File: src/rtl/optg_pkg.sv
`timescale 1ns/1ps
package optg_pkg;

  localparam logic [31:0] KEY_FIRST  = 32'h0819_2A3B;
  localparam logic [31:0] KEY_SECOND = 32'h4C5D_6E7F;

  localparam logic [7:0] PROT_OPEN   = 8'hAA;
  localparam logic [7:0] PROT_SEALED = 8'hCC;

  localparam logic [1:0] RA_KEY  = 2'd0;
  localparam logic [1:0] RA_CTRL = 2'd1;
  localparam logic [1:0] RA_STAT = 2'd2;
  localparam logic [1:0] RA_VIEW = 2'd3;

  localparam int START_BIT = 31;

  typedef enum logic [1:0] {
    LVL_OPEN    = 2'd0,
    LVL_GUARDED = 2'd1,
    LVL_SEALED  = 2'd2
  } prot_lvl_e;

  typedef enum logic [1:0] {
    KS_LOCKED = 2'd0,
    KS_HALF   = 2'd1,
    KS_OPEN   = 2'd2,
    KS_BARRED = 2'd3
  } key_state_e;

  // Two exact codes and a catch-all for everything else
  function automatic prot_lvl_e decode_prot(input logic [7:0] b);
    if (b == PROT_OPEN)        return LVL_OPEN;
    else if (b == PROT_SEALED) return LVL_SEALED;
    else                       return LVL_GUARDED;
  endfunction

  // A sealed byte never changes; otherwise the request wins
  function automatic logic [7:0] merge_prot(input logic [7:0] cur,
                                            input logic [7:0] req);
    return (decode_prot(cur) == LVL_SEALED) ? cur : req;
  endfunction

endpackage

File: src/rtl/optg_key_seq.sv
`timescale 1ns/1ps
module optg_key_seq
  import optg_pkg::*;
(
  input  logic        clk,
  input  logic        rst,
  input  logic        key_wr,
  input  logic [31:0] key_data,
  input  logic        prog_done,
  output logic        unlocked,
  output logic        barred
);

  key_state_e st, st_nx;

  always_comb begin
    st_nx = st;
    if (key_wr) begin
      unique case (st)
        KS_LOCKED: st_nx = (key_data == KEY_FIRST)  ? KS_HALF : KS_BARRED;
        KS_HALF:   st_nx = (key_data == KEY_SECOND) ? KS_OPEN : KS_BARRED;
        default:   st_nx = KS_BARRED;
      endcase
    end else if (prog_done && (st == KS_OPEN)) begin
      st_nx = KS_LOCKED;
    end
  end

  always_ff @(posedge clk) begin
    if (rst) st <= KS_LOCKED;
    else     st <= st_nx;
  end

  assign unlocked = (st == KS_OPEN);
  assign barred   = (st == KS_BARRED);

  // entering the open state requires the second key right after the first
  p_open_needs_keys_r1: assert property (@(posedge clk) disable iff (rst)
    (st == KS_OPEN) && ($past(st) != KS_OPEN) |->
      $past(key_wr && (key_data == KEY_SECOND) && (st == KS_HALF)));

  // barred holds until reset
  p_barred_sticky_r2: assert property (@(posedge clk) disable iff (rst)
    (st == KS_BARRED) |=> (st == KS_BARRED));

  // a finished pass leaves the register closed
  p_relock_after_pass_r5: assert property (@(posedge clk) disable iff (rst)
    prog_done |=> (st != KS_OPEN));

endmodule

File: src/rtl/optg_prog_engine.sv
`timescale 1ns/1ps
module optg_prog_engine
  import optg_pkg::*;
#(
  parameter int               OPT_W       = 16,
  parameter int               PROG_CYCLES = 16,
  parameter logic [OPT_W-1:0] OPT_DEFAULT = 16'h5AAA
) (
  input  logic             clk,
  input  logic             por_rst,
  input  logic             sys_rst,
  input  logic             unlocked,
  input  logic             ctrl_wr,
  input  logic [OPT_W-1:0] ctrl_data,
  input  logic             ctrl_start,
  output logic [OPT_W-1:0] pending,
  output logic [OPT_W-1:0] stored,
  output logic             busy,
  output logic             prog_done
);

  localparam int CNT_W = (PROG_CYCLES > 1) ? $clog2(PROG_CYCLES) : 1;
  localparam logic [CNT_W-1:0] CNT_LOAD = CNT_W'(PROG_CYCLES - 1);

  logic [CNT_W-1:0] cnt;
  logic             accept;
  logic [OPT_W-1:0] commit_val;

  function automatic logic [OPT_W-1:0] fold(input logic [OPT_W-1:0] cur,
                                            input logic [OPT_W-1:0] req);
    logic [OPT_W-1:0] r;
    r       = req;
    r[7:0]  = merge_prot(cur[7:0], req[7:0]);
    return r;
  endfunction

  assign accept     = ctrl_wr && unlocked && !busy;
  assign prog_done  = busy && (cnt == '0);
  assign commit_val = fold(stored, pending);

  always_ff @(posedge clk) begin
    if (por_rst) begin
      stored  <= OPT_DEFAULT;
      pending <= OPT_DEFAULT;
      busy    <= 1'b0;
      cnt     <= '0;
    end else if (sys_rst) begin
      pending <= stored;
      busy    <= 1'b0;
      cnt     <= '0;
    end else if (prog_done) begin
      stored  <= commit_val;
      busy    <= 1'b0;
    end else if (busy) begin
      cnt     <= cnt - 1'b1;
    end else if (accept) begin
      pending <= ctrl_data;
      if (ctrl_start) begin
        busy <= 1'b1;
        cnt  <= CNT_LOAD;
      end
    end
  end

  // the store moves only on a completing pass
  p_store_only_on_done_r3: assert property (@(posedge clk) disable iff (por_rst)
    !prog_done |=> $stable(stored));

  // busy does not drop before the counter runs out
  p_busy_holds_r3: assert property (@(posedge clk) disable iff (sys_rst)
    busy && !prog_done |=> busy);

  // starts during a pass do not reload the counter
  p_no_restart_r4: assert property (@(posedge clk) disable iff (sys_rst)
    busy && !prog_done |=> (cnt == $past(cnt) - 1'b1));

  // a sealed byte stays sealed
  p_seal_kept_r8: assert property (@(posedge clk) disable iff (por_rst)
    (decode_prot(stored[7:0]) == LVL_SEALED) |=> (stored[7:0] == PROT_SEALED));

endmodule

File: src/rtl/optg_prot_decode.sv
`timescale 1ns/1ps
module optg_prot_decode
  import optg_pkg::*;
#(
  parameter int               OPT_W       = 16,
  parameter logic [OPT_W-1:0] OPT_DEFAULT = 16'h5AAA
) (
  input  logic             clk,
  input  logic             por_rst,
  input  logic             sys_rst,
  input  logic [OPT_W-1:0] stored,
  output logic [OPT_W-1:0] active,
  output logic [1:0]       level,
  output logic             dbg_port_en,
  output logic             dbg_flash_en
);

  always_ff @(posedge clk) begin
    if (por_rst)      active <= OPT_DEFAULT;
    else if (sys_rst) active <= stored;
  end

  assign level        = decode_prot(active[7:0]);
  assign dbg_port_en  = (level != LVL_SEALED);
  assign dbg_flash_en = (level == LVL_OPEN);

  // outside reset the active copy is frozen
  p_active_frozen_r7: assert property (@(posedge clk) disable iff (sys_rst)
    !sys_rst |=> $stable(active));

  // a sealed level shuts every debug path
  p_sealed_no_debug_r6: assert property (@(posedge clk) disable iff (sys_rst)
    (level == LVL_SEALED) |-> (!dbg_port_en && !dbg_flash_en));

endmodule

File: src/rtl/optg_ctrl.sv
`timescale 1ns/1ps
module optg_ctrl
  import optg_pkg::*;
#(
  parameter int               OPT_W       = 16,
  parameter int               PROG_CYCLES = 16,
  parameter logic [OPT_W-1:0] OPT_DEFAULT = 16'h5AAA
) (
  input  logic        clk,
  input  logic        por_n,
  input  logic        sys_rst_n,
  input  logic        bus_wr,
  input  logic [1:0]  bus_addr,
  input  logic [31:0] bus_wdata,
  output logic [31:0] bus_rdata,
  output logic        busy,
  output logic [1:0]  prot_level,
  output logic        dbg_port_en,
  output logic        dbg_flash_en
);

  logic             por_rst, sys_rst;
  logic             key_wr, ctrl_wr, prog_done;
  logic             unlocked, barred;
  logic [OPT_W-1:0] pending, stored, active;
  logic             unused_bits;

  assign por_rst     = !por_n;
  assign sys_rst     = !por_n || !sys_rst_n;
  assign key_wr      = bus_wr && (bus_addr == RA_KEY);
  assign ctrl_wr     = bus_wr && (bus_addr == RA_CTRL);
  assign unused_bits = ^bus_wdata[START_BIT-1:OPT_W];

  optg_key_seq u_keys (
    .clk       (clk),
    .rst       (sys_rst),
    .key_wr    (key_wr),
    .key_data  (bus_wdata),
    .prog_done (prog_done),
    .unlocked  (unlocked),
    .barred    (barred)
  );

  optg_prog_engine #(
    .OPT_W       (OPT_W),
    .PROG_CYCLES (PROG_CYCLES),
    .OPT_DEFAULT (OPT_DEFAULT)
  ) u_prog (
    .clk        (clk),
    .por_rst    (por_rst),
    .sys_rst    (sys_rst),
    .unlocked   (unlocked),
    .ctrl_wr    (ctrl_wr),
    .ctrl_data  (bus_wdata[OPT_W-1:0]),
    .ctrl_start (bus_wdata[START_BIT]),
    .pending    (pending),
    .stored     (stored),
    .busy       (busy),
    .prog_done  (prog_done)
  );

  optg_prot_decode #(
    .OPT_W       (OPT_W),
    .OPT_DEFAULT (OPT_DEFAULT)
  ) u_dec (
    .clk          (clk),
    .por_rst      (por_rst),
    .sys_rst      (sys_rst),
    .stored       (stored),
    .active       (active),
    .level        (prot_level),
    .dbg_port_en  (dbg_port_en),
    .dbg_flash_en (dbg_flash_en)
  );

  always_comb begin
    bus_rdata = '0;
    unique case (bus_addr)
      RA_CTRL: bus_rdata[OPT_W-1:0] = pending;
      RA_STAT: bus_rdata[5:0] = {prot_level, 1'b0, barred, unlocked, busy};
      RA_VIEW: begin
        bus_rdata[OPT_W-1:0]  = active;
        bus_rdata[16 +: OPT_W] = stored;
      end
      default: bus_rdata = '0;
    endcase
  end

  // a locked or barred register drops control writes
  p_locked_ignores_r2: assert property (@(posedge clk) disable iff (sys_rst)
    ctrl_wr && !unlocked |=> $stable(pending) && $stable(busy));

endmodule

File: config.mk
export PLATFORM = sky130hd
export DESIGN_NAME = optg_ctrl
export DESIGN_NICKNAME = d
export VERILOG_FILES = /design/src/rtl/optg_pkg.sv /design/src/rtl/optg_key_seq.sv /design/src/rtl/optg_prog_engine.sv /design/src/rtl/optg_prot_decode.sv /design/src/rtl/optg_ctrl.sv
export SDC_FILE = /design/constraint.sdc
export NUM_CORES = 1
export LEC_CHECK = 0
export ABC_AREA = 1
export ABC_CLOCK_PERIOD_IN_PS = 1470
export BUFFER_PORTS_ARGS = -buffer_cell sky130_fd_sc_hd__buf_2
export CORE_UTILIZATION = 34
export CTS_BUF_LIST = sky130_fd_sc_hd__clkbuf_8
export CTS_CLUSTER_DIAMETER = 150
export CTS_CLUSTER_SIZE = 25
export DETAILED_ROUTE_END_ITERATION = 6
export PLACE_DENSITY_LB_ADDON = 0.25
export SLEW_MARGIN = 5
export SYNTH_ARGS = -nofsm -noshare
export SYNTH_HDL_FRONTEND = slang
export SYNTH_SLANG_ARGS = --single-unit
File: constraint.sdc
create_clock -name clk -period 1.47 [get_ports clk]
set_input_delay 0.147 -clock clk [delete_from_list [all_inputs] [get_ports clk]]
set_output_delay 0.147 -clock clk [all_outputs]
set_load 0.03 [all_outputs]
Word level (Yosys, flattened, before mapping). Index checks and enable logic that the tools add are counted.

Bits in registers: 55. Bits in latches: 0. Bits in writable memories: 0. ROM bits: 0. Output and inout bits: 37. Memories: 0.

Add/subtract/negate cells: 1. Multipliers: 0. Divide/modulo/power cells: 0. Magnitude comparators: 0. Equal/unequal tests: 16. Shifts and indexed selects: 0. Mux-type cells: 22. Bitwise gates (word level): 4. Reduce and logical (&&, ||, !) cells: 24.

Operator list (count): 2-to-1 mux 16 bit (5); == test 32 x 28 -> 1 bit (second input constant) (1); == test 32 x 31 -> 1 bit (second input constant) (1); == test 8 bit (second input constant) (4); one-hot mux 10 bit (2 select lines) (1); one-hot mux 6 bit (3 select lines) (1); 2-to-1 mux 2 bit (7); 2-to-1 mux 4 bit (3); == test 2 bit (second input constant) (5); AND reduction 3 bit (3); nonzero test 2 bit (4); logical AND 1 bit (6); zero test 2 bit (3); inequality test 2 bit (second input constant) (3); == test 2 x 1 -> 1 bit (second input constant) (2); zero test 4 bit (1); 2-to-1 mux 1 bit (4); NOT 1 bit (4); one-hot mux 2 bit (2 select lines) (1); subtractor 4 x 1 -> 4 bit (second input constant) (1); zero test 1 bit (3); OR reduction 3 bit (1); AND reduction 2 bit (1); OR reduction 2 bit (1); logical OR 1 bit (1).

Logic depth before layout (Yosys ltp). Gate-level depths: netlist of the first run.

Depth after elaboration: 8. Gate-level depth with buffers: 10.

By module. A second synthesis of the first run with hierarchy kept.

Cells, all modules: 488. Area, all modules: 3140.5 sq um.

By module, submodules not included: optg_prog_engine (times used 1, cells each 232, area each 1732.9 sq um); optg_prot_decode (times used 1, cells each 82, area each 613.1 sq um); optg_ctrl (times used 1, cells each 101, area each 444.2 sq um); optg_key_seq (times used 1, cells each 73, area each 350.3 sq um).

Worst setup path before layout of the first run. Ideal clock, no wire load.

Path type: input to output. Start point: in bus_addr[0]. End point: out bus_rdata[2]. Arrival time: 1.789 ns. Required time: 1.323 ns. Slack: -0.466 ns. Stages on the path: 3. Path buffers: 1. Cells stage by stage: buf_2 > or2_2 > o311ai_0.

Word-level cells in the longest chain between the ends: 2. Elaborated cells between the ends (all ways): 4. Those cells by class: eq/ne (3); mux (1).

Ends and longest elaborated chain: start: declaration (line optg_ctrl.sv:13) `input logic [1:0] bus_addr,`; == test 2 bit / == test 2 x 1 -> 1 bit (equally long branches) (line optg_ctrl.sv:78) `unique case (bus_addr)`; one-hot mux 6 bit (3 select lines) (*) (line optg_ctrl.sv:78); end: declaration (line optg_ctrl.sv:15) `output logic [31:0] bus_rdata,`.

Every way passes the cells marked *; elsewhere a longest branch is shown, timed or not.

Final worst setup path of the first run.
Start point: reg u_dec.active[6]. End point: out bus_rdata[5].

Word-level cells in the longest chain between the ends: 4. Elaborated cells between the ends (all ways): 5. Those cells by class: eq/ne (2); mux (3).

Ends and longest elaborated chain: start: declaration (line optg_prot_decode.sv:12) `output logic [OPT_W-1:0] active,`; start signal: assignment (line optg_prot_decode.sv:20) `else if (sys_rst) active <= stored;`; == test 8 bit (line optg_pkg.sv:33) `else if (b == PROT_SEALED) return LVL_SEALED;`; 2-to-1 mux 2 bit (line optg_pkg.sv:33); 2-to-1 mux 2 bit (*) (line optg_pkg.sv:32) `if (b == PROT_OPEN) return LVL_OPEN;`; one-hot mux 6 bit (3 select lines) (*) (line optg_ctrl.sv:78).

Marked as above.

==> results of run 1 <==
[flip-flops by register name, summed over array words and instances (netlist names)]
register	cells
u_prog.pending	16
u_keys.st	2
u_prog.stored	16
u_prog.busy	1
u_prog.cnt	4
u_dec.active	16
[where the power goes]
part / leakage (nW) / internal (mW) / switching (mW)
sequential: 0.450 / 1.52 / 0.0211
clock: 0.0695 / 0.674 / 0.499
combinational: 1.39 / 0.152 / 0.299
total: 1.91 / 2.35 / 0.819
[synth_stat cells, drive strengths merged]
master,count,area share [%]
a211oi,1,0.27
or2,1,0.23
nand4,3,0.68
inv,72,9.9
clkinv,2,0.45
buf,6,1.6
xor2,2,0.63
o221ai,2,0.63
o21a,2,0.54
o21ai,33,5.9
a21oi,33,5.9
ha,2,0.90
o311ai,1,0.32
dfxtp,55,40
o22ai,2,0.45
a31oi,3,0.68
nand3b,1,0.27
o21bai,1,0.27
o21ba,1,0.36
nand2,97,14
o211ai,2,0.54
nor3,2,0.36
nor2,53,8.3
nand3,31,5.6
nor4,2,0.45
clkbuf,9,1.2
[how the worst min path moves through the flow]
stage	start	depth (start not counted)	end
global route	bus_wdata[11]	3	u_prog.pending[11]$_SDFFE_PN1P_
finish	bus_wdata[7]	3	u_prog.pending[7]$_SDFFE_PN1P_
detailed placement	bus_wdata[7]	3	u_prog.pending[7]$_SDFFE_PN1P_
CTS	bus_wdata[7]	3	u_prog.pending[7]$_SDFFE_PN1P_
floorplan	sys_rst_n	1	u_dec.active[13]$_SDFFE_PN0N_
global placement	bus_wdata[12]	3	u_prog.pending[12]$_SDFFE_PN1P_
[per-layer routing]
metal | up-vias | global-route usage (%) | share of wire, %
met4 | 0 | 4.69 | 0.76
met5 | - | 0 | 0
met1 | 1353 | 26.3 | 46
met2 | 83 | 34.3 | 48
li1 | 1507 | - | -
met3 | 7 | 2.87 | 5.5
[cell families after synthesis]
logic type,after synthesis,synth area share (%)
xor gates and xnor gates,2,0.630
and+or+nand+nor,190,29.7
adders and majority gates,2,0.900
buffers and inverters,89,13.2
AOI/OAI and AO/OA,81,15.9
DFF,55,39.6
[layout make-up]
class / instances / area, um^2 / area share, %
clock inverters: 3 / 63.8 / 1.70
clock buffers: 5 / 68.8 / 1.83
flip-flops and latches: 55 / 1110 / 29.6
inverters: 74 / 290 / 7.74
repair buffers: 101 / 657 / 17.5
multi-input cells: 275 / 1430 / 38.2
well taps: 102 / 128 / 3.40
[worst register-to-register path: stages (launching register included)]
cell and delay (ps):
dfxtp_2 340, inv_2 80, ha_4 150, nand3_4 90, nor2_4 130, inv_2 60
nor2_4 130, buf_6 160, nand2_4 70, o21ai_2 140, inv_1 60
[through the flow]
stage                     setup slack, ps  instances  power (mW)  instance area (um^2)
after floorplan                     -25.7        419        1.83                  2790
after global placement               30.0        598        2.00                  3350
after detailed placement            -6.27        598        2.01                  3350
after CTS                           -47.2        612        3.17                  3610
after global routing                 -109        615        3.26                  3750
final                               -28.2        615        3.17                  3750
[repair_timing]
action / in CTS / in global routing
setup endpoints to repair: 13 / 23
gates cloned: 1 / 0
pin swaps: 5 / 12
gates resized for setup: 23 / 48
buffers inserted: 5 / 3
==> qor.yml, run 1 <==
synthesis:
  syn_avg_cell_area_um2: 6.64
  syn_inst: 419
  yosysSeqAreaShare_pct: 39.6
  synth.cell_area_um2: 2780
  ys_types: 34
  synthesis.nets: 459
  synth_seq_cells: 55
  yosys_warnings: 0
die:
  io_pins: 75
  fp.dieW_um: 92.4
  initial_utilization_pct: 35.6
  coreArea_um2: 7810
  rows: 32
  die_h_um: 92.4
  dieArea_um2: 8540
global_route:
  grt_pass1_wl_um: 13600
  grtUsageTotal_pct: 20.0
  grt_max_degree: 27
  grt_antenna_before_repair: 0
  grt_pass1_vias: 2871
  grt.overflow.total: 0
detailed_routing:
  routed_wl_um: 8240
  drt_iter0_markers: 168
  first_pass_iters: 5
  drc: 0
  routedWlPerCell_um: 13.4
  antenna_left: 0
  viasPerCell: 4.80
  via_count: 2950
layout:
  diodes: 0
  syn2layout_area_growth_pct: 35.0
  final_layout_size_suffix_gt1_share_pct: 30.6
  layout_common_cells: "nand2_1 (89), buf_2 (67), inv_1 (63), nor2_1 (48), dfxtp_1 (47)"
  mostFrequentLayoutCell: "nand2_1"
  nFillCells: 814
  nets: 552
  utilization_pct: 48.1
setup_path:
  cp.depth: 6
  r2r-start: "u_prog.cnt[1]$_SDFFE_PP0P_"
  worstSetupEndpointType: "output port"
  required_ps: 1320
  critPathCapture: "bus_rdata[5]"
  max_stage_delay_ps: 330
  r2r_setup_slack_ps: -30
  path_cells: "inv_2, nor3_2, nand3_1, nor2_1, o21ba_2, buf_6"
  crit_fanout: 3
  critPathTopFamily: "simple AND/OR/NAND/NOR gates"
  worst-path-buf-inv: 2
  critPathSlowestCell: "dfxtp_2"
  critPathKind: "flop to output port"
  start_kind: "flop"
  reg2reg_to: "u_prog.stored[2]$_SDFFE_PN0P_"
  r2r_cells: 10
  cp.arrival_ps: 1350
  startpoint: "u_dec.active[6]$_SDFFE_PN0N_"
power:
  powerDensity_nw_per_um2: 844
  p_leak_nw: 1.91
  peakVddDrop_mv: 0.437
status:
  violations: "setup timing"
  status: "complete, but fails checks"
run:
  maxCapViolCount: 0
sta:
  max_slew_margin_pct: 60.7
  finalHoldViolCount: 0
  min_period_ps: 1500
  rsz0062_at_grt: "yes"
  max_freq_ghz: 0.667
  worst-slew-pin-transition_ps: 589
  hold_slack_ps: 65.2
  clock_skew_ps: 9.71
  finalSetupViolCount: 6
  tns_ps: -101
  slew_viol_final: 0
  fin_crit_sh_pct: 102
  fin_ws_ps: -28.2
clocking:
  path_clk_slew_ps: 100
  clk_latency_ps: 310
  ctsHoldBuffers: 0
  htreeDepth: 2
  numCtsBuffers: 5
  cts_tree: "built"
  clockBufferDepth: 2
  cts.sinks: 55
  cts_root_buffer: "clkbuf_8"
place:
  io_buffer_count: 74
  gp_congestion: 0.851
  dp_hpwl_um: 6230
min_path:
  hp-class: "input pin to flop"
No activity file was read; power rests on OpenSTA's default activity.
==> run 2, diff against run 1 <==
CORE_UTILIZATION = 46   (was 34)
==> run 2 against run 1 <==
The run still ends with setup timing left. Critical path depth unchanged. Sequential cell count unchanged. Final cell count decreased by 5.9%. Wire length decreased by 2.6%. Utilization increased by 15 points. Sequential share of layout area increased by 1.4 points. Sequential power about the same. Total power decreased by 8.7%. Die area decreased by 26%. Worst setup slack got worse by 10 ps. Final area decreased by 4.5%. Critical endpoint unchanged. Largest cell class unchanged.
==> qor.yml, run 2 (synthesized netlist as in run 1, its figures left out) <==
layout:
  syn2layout_area_growth_pct: 28.9
  ff_latch_area_um2: 1110  # -0.11%
  layout_common_cells: "nand2_1 (90), buf_2 (67), inv_1 (66), dfxtp_1 (48), nor2_1 (45)"
  utilization_pct: 63.1  # +15 points
  multi_input_comb_area_um2: 1410  # -1.4%
  diodes: 0  # unchanged
  mostFrequentLayoutCell: "nand2_1"
  final_layout_size_suffix_gt1_share_pct: 28.0  # -2.6 points
  nets: 546  # -1.1%
  nFillCells: 551  # -32%
  largest_registers: "u_dec.active: 16 flops, u_prog.pending: 16 flops, u_prog.stored: 16 flops"
detailed_routing:
  drc: 0  # unchanged
  via_count: 2955  # +0.17%
  routedWlPerCell_um: 13.9  # +3.4%
  drt_iter0_markers: 225  # +34%
  first_pass_iters: 5  # unchanged
  viasPerCell: 5.10  # +6.4%
  routed_wl_um: 8030  # -2.6%
  antenna_left: 0  # unchanged
min_path:
  hold_end: "u_prog.pending[5]$_SDFFE_PN1P_"
  min-delay-start: "bus_wdata[5]"
  worstHoldPathCells: 3  # unchanged
  hp-class: "input pin to flop"
global_route:
  grt_max_degree: 27  # unchanged
  grt.overflow.total: 0  # unchanged
  grt_antenna_before_repair: 0  # unchanged
  grt_pass1_wl_um: 13400  # -0.86%
  grt_pass1_vias: 2838  # -1.1%
  grtUsageTotal_pct: 27.6  # +7.6 points
power:
  peakVddDrop_mv: 0.742  # +70%
  powerDensity_nw_per_um2: 807  # -4.4%
  p_leak_nw: 1.87  # -2.2%
die:
  dieArea_um2: 6360  # -26%
  rows: 27  # -16%
  fp.dieW_um: 79.7  # -14%
  coreArea_um2: 5680  # -27%
  io_pins: 75  # unchanged
  initial_utilization_pct: 49.0  # +13 points
  die_h_um: 79.7  # -14%
sta:
  finalHoldViolCount: 0  # unchanged
  fin_ws_ps: -38.5  # -10.4 ps
  min_period_ps: 1510  # +10.4 ps
  max_freq_ghz: 0.663  # -0.69%
  max_slew_margin_pct: 65.1  # +4.4 points
  clock_skew_ps: 7.27  # -2.43 ps
  fin_crit_sh_pct: 103  # +0.70 points
  tns_ps: -87.1  # +14.1 ps
  finalSetupViolCount: 3  # -3
  rsz0062_at_grt: "yes"
  slew_viol_final: 0  # unchanged
  worst-slew-pin-transition_ps: 523  # -65.6 ps
setup_path:
  r2r-start: "u_prog.cnt[1]$_SDFFE_PP0P_"
  cp.arrival_ps: 1360  # about the same
  start_kind: "flop"
  required_ps: 1320  # about the same
  r2r_cells: 10  # unchanged
  crit_fanout: 4  # +1
  worstSetupEndpointType: "output port"
  critPathKind: "flop to output port"
  r2r_setup_slack_ps: 60  # +90 ps
  reg2reg_to: "u_prog.stored[0]$_SDFFE_PN0P_"
status:
  status: "complete, but fails checks"
  violations: "setup timing"
place:
  io_buffer_count: 74  # unchanged
  gp_congestion: 0.820  # -3.7%
  dp_hpwl_um: 5860  # -5.9%
clocking:
  cts_root_buffer: "clkbuf_8"
  clockBufferDepth: 2  # unchanged
  numCtsBuffers: 5  # unchanged
  ctsHoldBuffers: 0  # unchanged
  cts.sinks: 55  # unchanged
  cts_tree: "built"
  htreeDepth: 2  # unchanged
  clk_latency_ps: 320  # about the same
  path_clk_slew_ps: 100  # about the same
run:
  maxCapViolCount: 0  # unchanged
## run 2: per-stage QoR
| step | worst slack (ps) | power [mW] | hold WS [ps] | std cells | cell area, um^2 |
|---|---|---|---|---|---|
| after floorplan | -25.7 | 1.83 | 258 | 419 | 2790 |
| after global placement | 36.8 | 2.00 | 378 | 566 | 3300 |
| after detailed placement | -26.6 | 2.01 | 379 | 566 | 3300 |
| after CTS | -94.3 | 2.90 | 44.5 | 577 | 3500 |
| after global routing | -139 | 3.01 | 50.8 | 579 | 3580 |
| final | -38.5 | 2.89 | 52.3 | 579 | 3580 |
## run 2: area by class of cell
| class | instances | share of cell area, % |
|---|---|---|
| clock buffers | 6 | 2.30 |
| multi-input cells | 275 | 39.5 |
| well taps | 72 | 2.51 |
| repair buffers | 95 | 16.3 |
| inverters | 74 | 8.10 |
| flip-flops and latches | 55 | 31.0 |
| clock inverters | 2 | 0.349 |
## run 2: worst max-delay path: stages, from the launching register on
cell and delay [ps]:
dfxtp_2 350, inv_4 50, nor3_4 160, nand3_2 130
nor2_2 100, o21ba_2 140, buf_6 120
## run 2: worst max path at each step
| stage | startpoint | to | slack, ps | cells past startpoint |
|---|---|---|---|---|
| finish | u_dec.active[6]$_SDFFE_PN0N_ | bus_rdata[5] | -40 | 6 |
| floorplan | bus_addr[0] | bus_rdata[11] | -30 | 4 |
| CTS | u_dec.active[3]$_SDFFE_PN1N_ | bus_rdata[5] | -90 | 6 |
| global placement | u_prog.cnt[0]$_SDFFE_PP0P_ | u_prog.stored[2]$_SDFFE_PN0P_ | 40 | 9 |
| global route | u_dec.active[6]$_SDFFE_PN0N_ | bus_rdata[5] | -140 | 6 |
| detailed placement | u_prog.cnt[0]$_SDFFE_PP0P_ | u_prog.stored[2]$_SDFFE_PN0P_ | -30 | 9 |
## run 2: what timing repair did
action,CTS,global route
endpoints found under the setup margin,14,22
setup buffers,3,2
pin swaps,7,11
gates cloned,0,0
gates resized for setup,30,20
## run 2: layer usage
layer,global-route usage [%],vias to the layer above,wire length [um]
met5,0,-,0
met4,8.04,0,80
met3,6.06,7,530
met2,46.1,107,3910
met1,35.5,1342,3510
li1,-,1499,-
## run 2: power by group
group          switching (mW)  internal (mW)
Sequential             0.0211           1.52
Clock                   0.512          0.381
Combinational           0.297          0.157
Total                   0.831           2.06
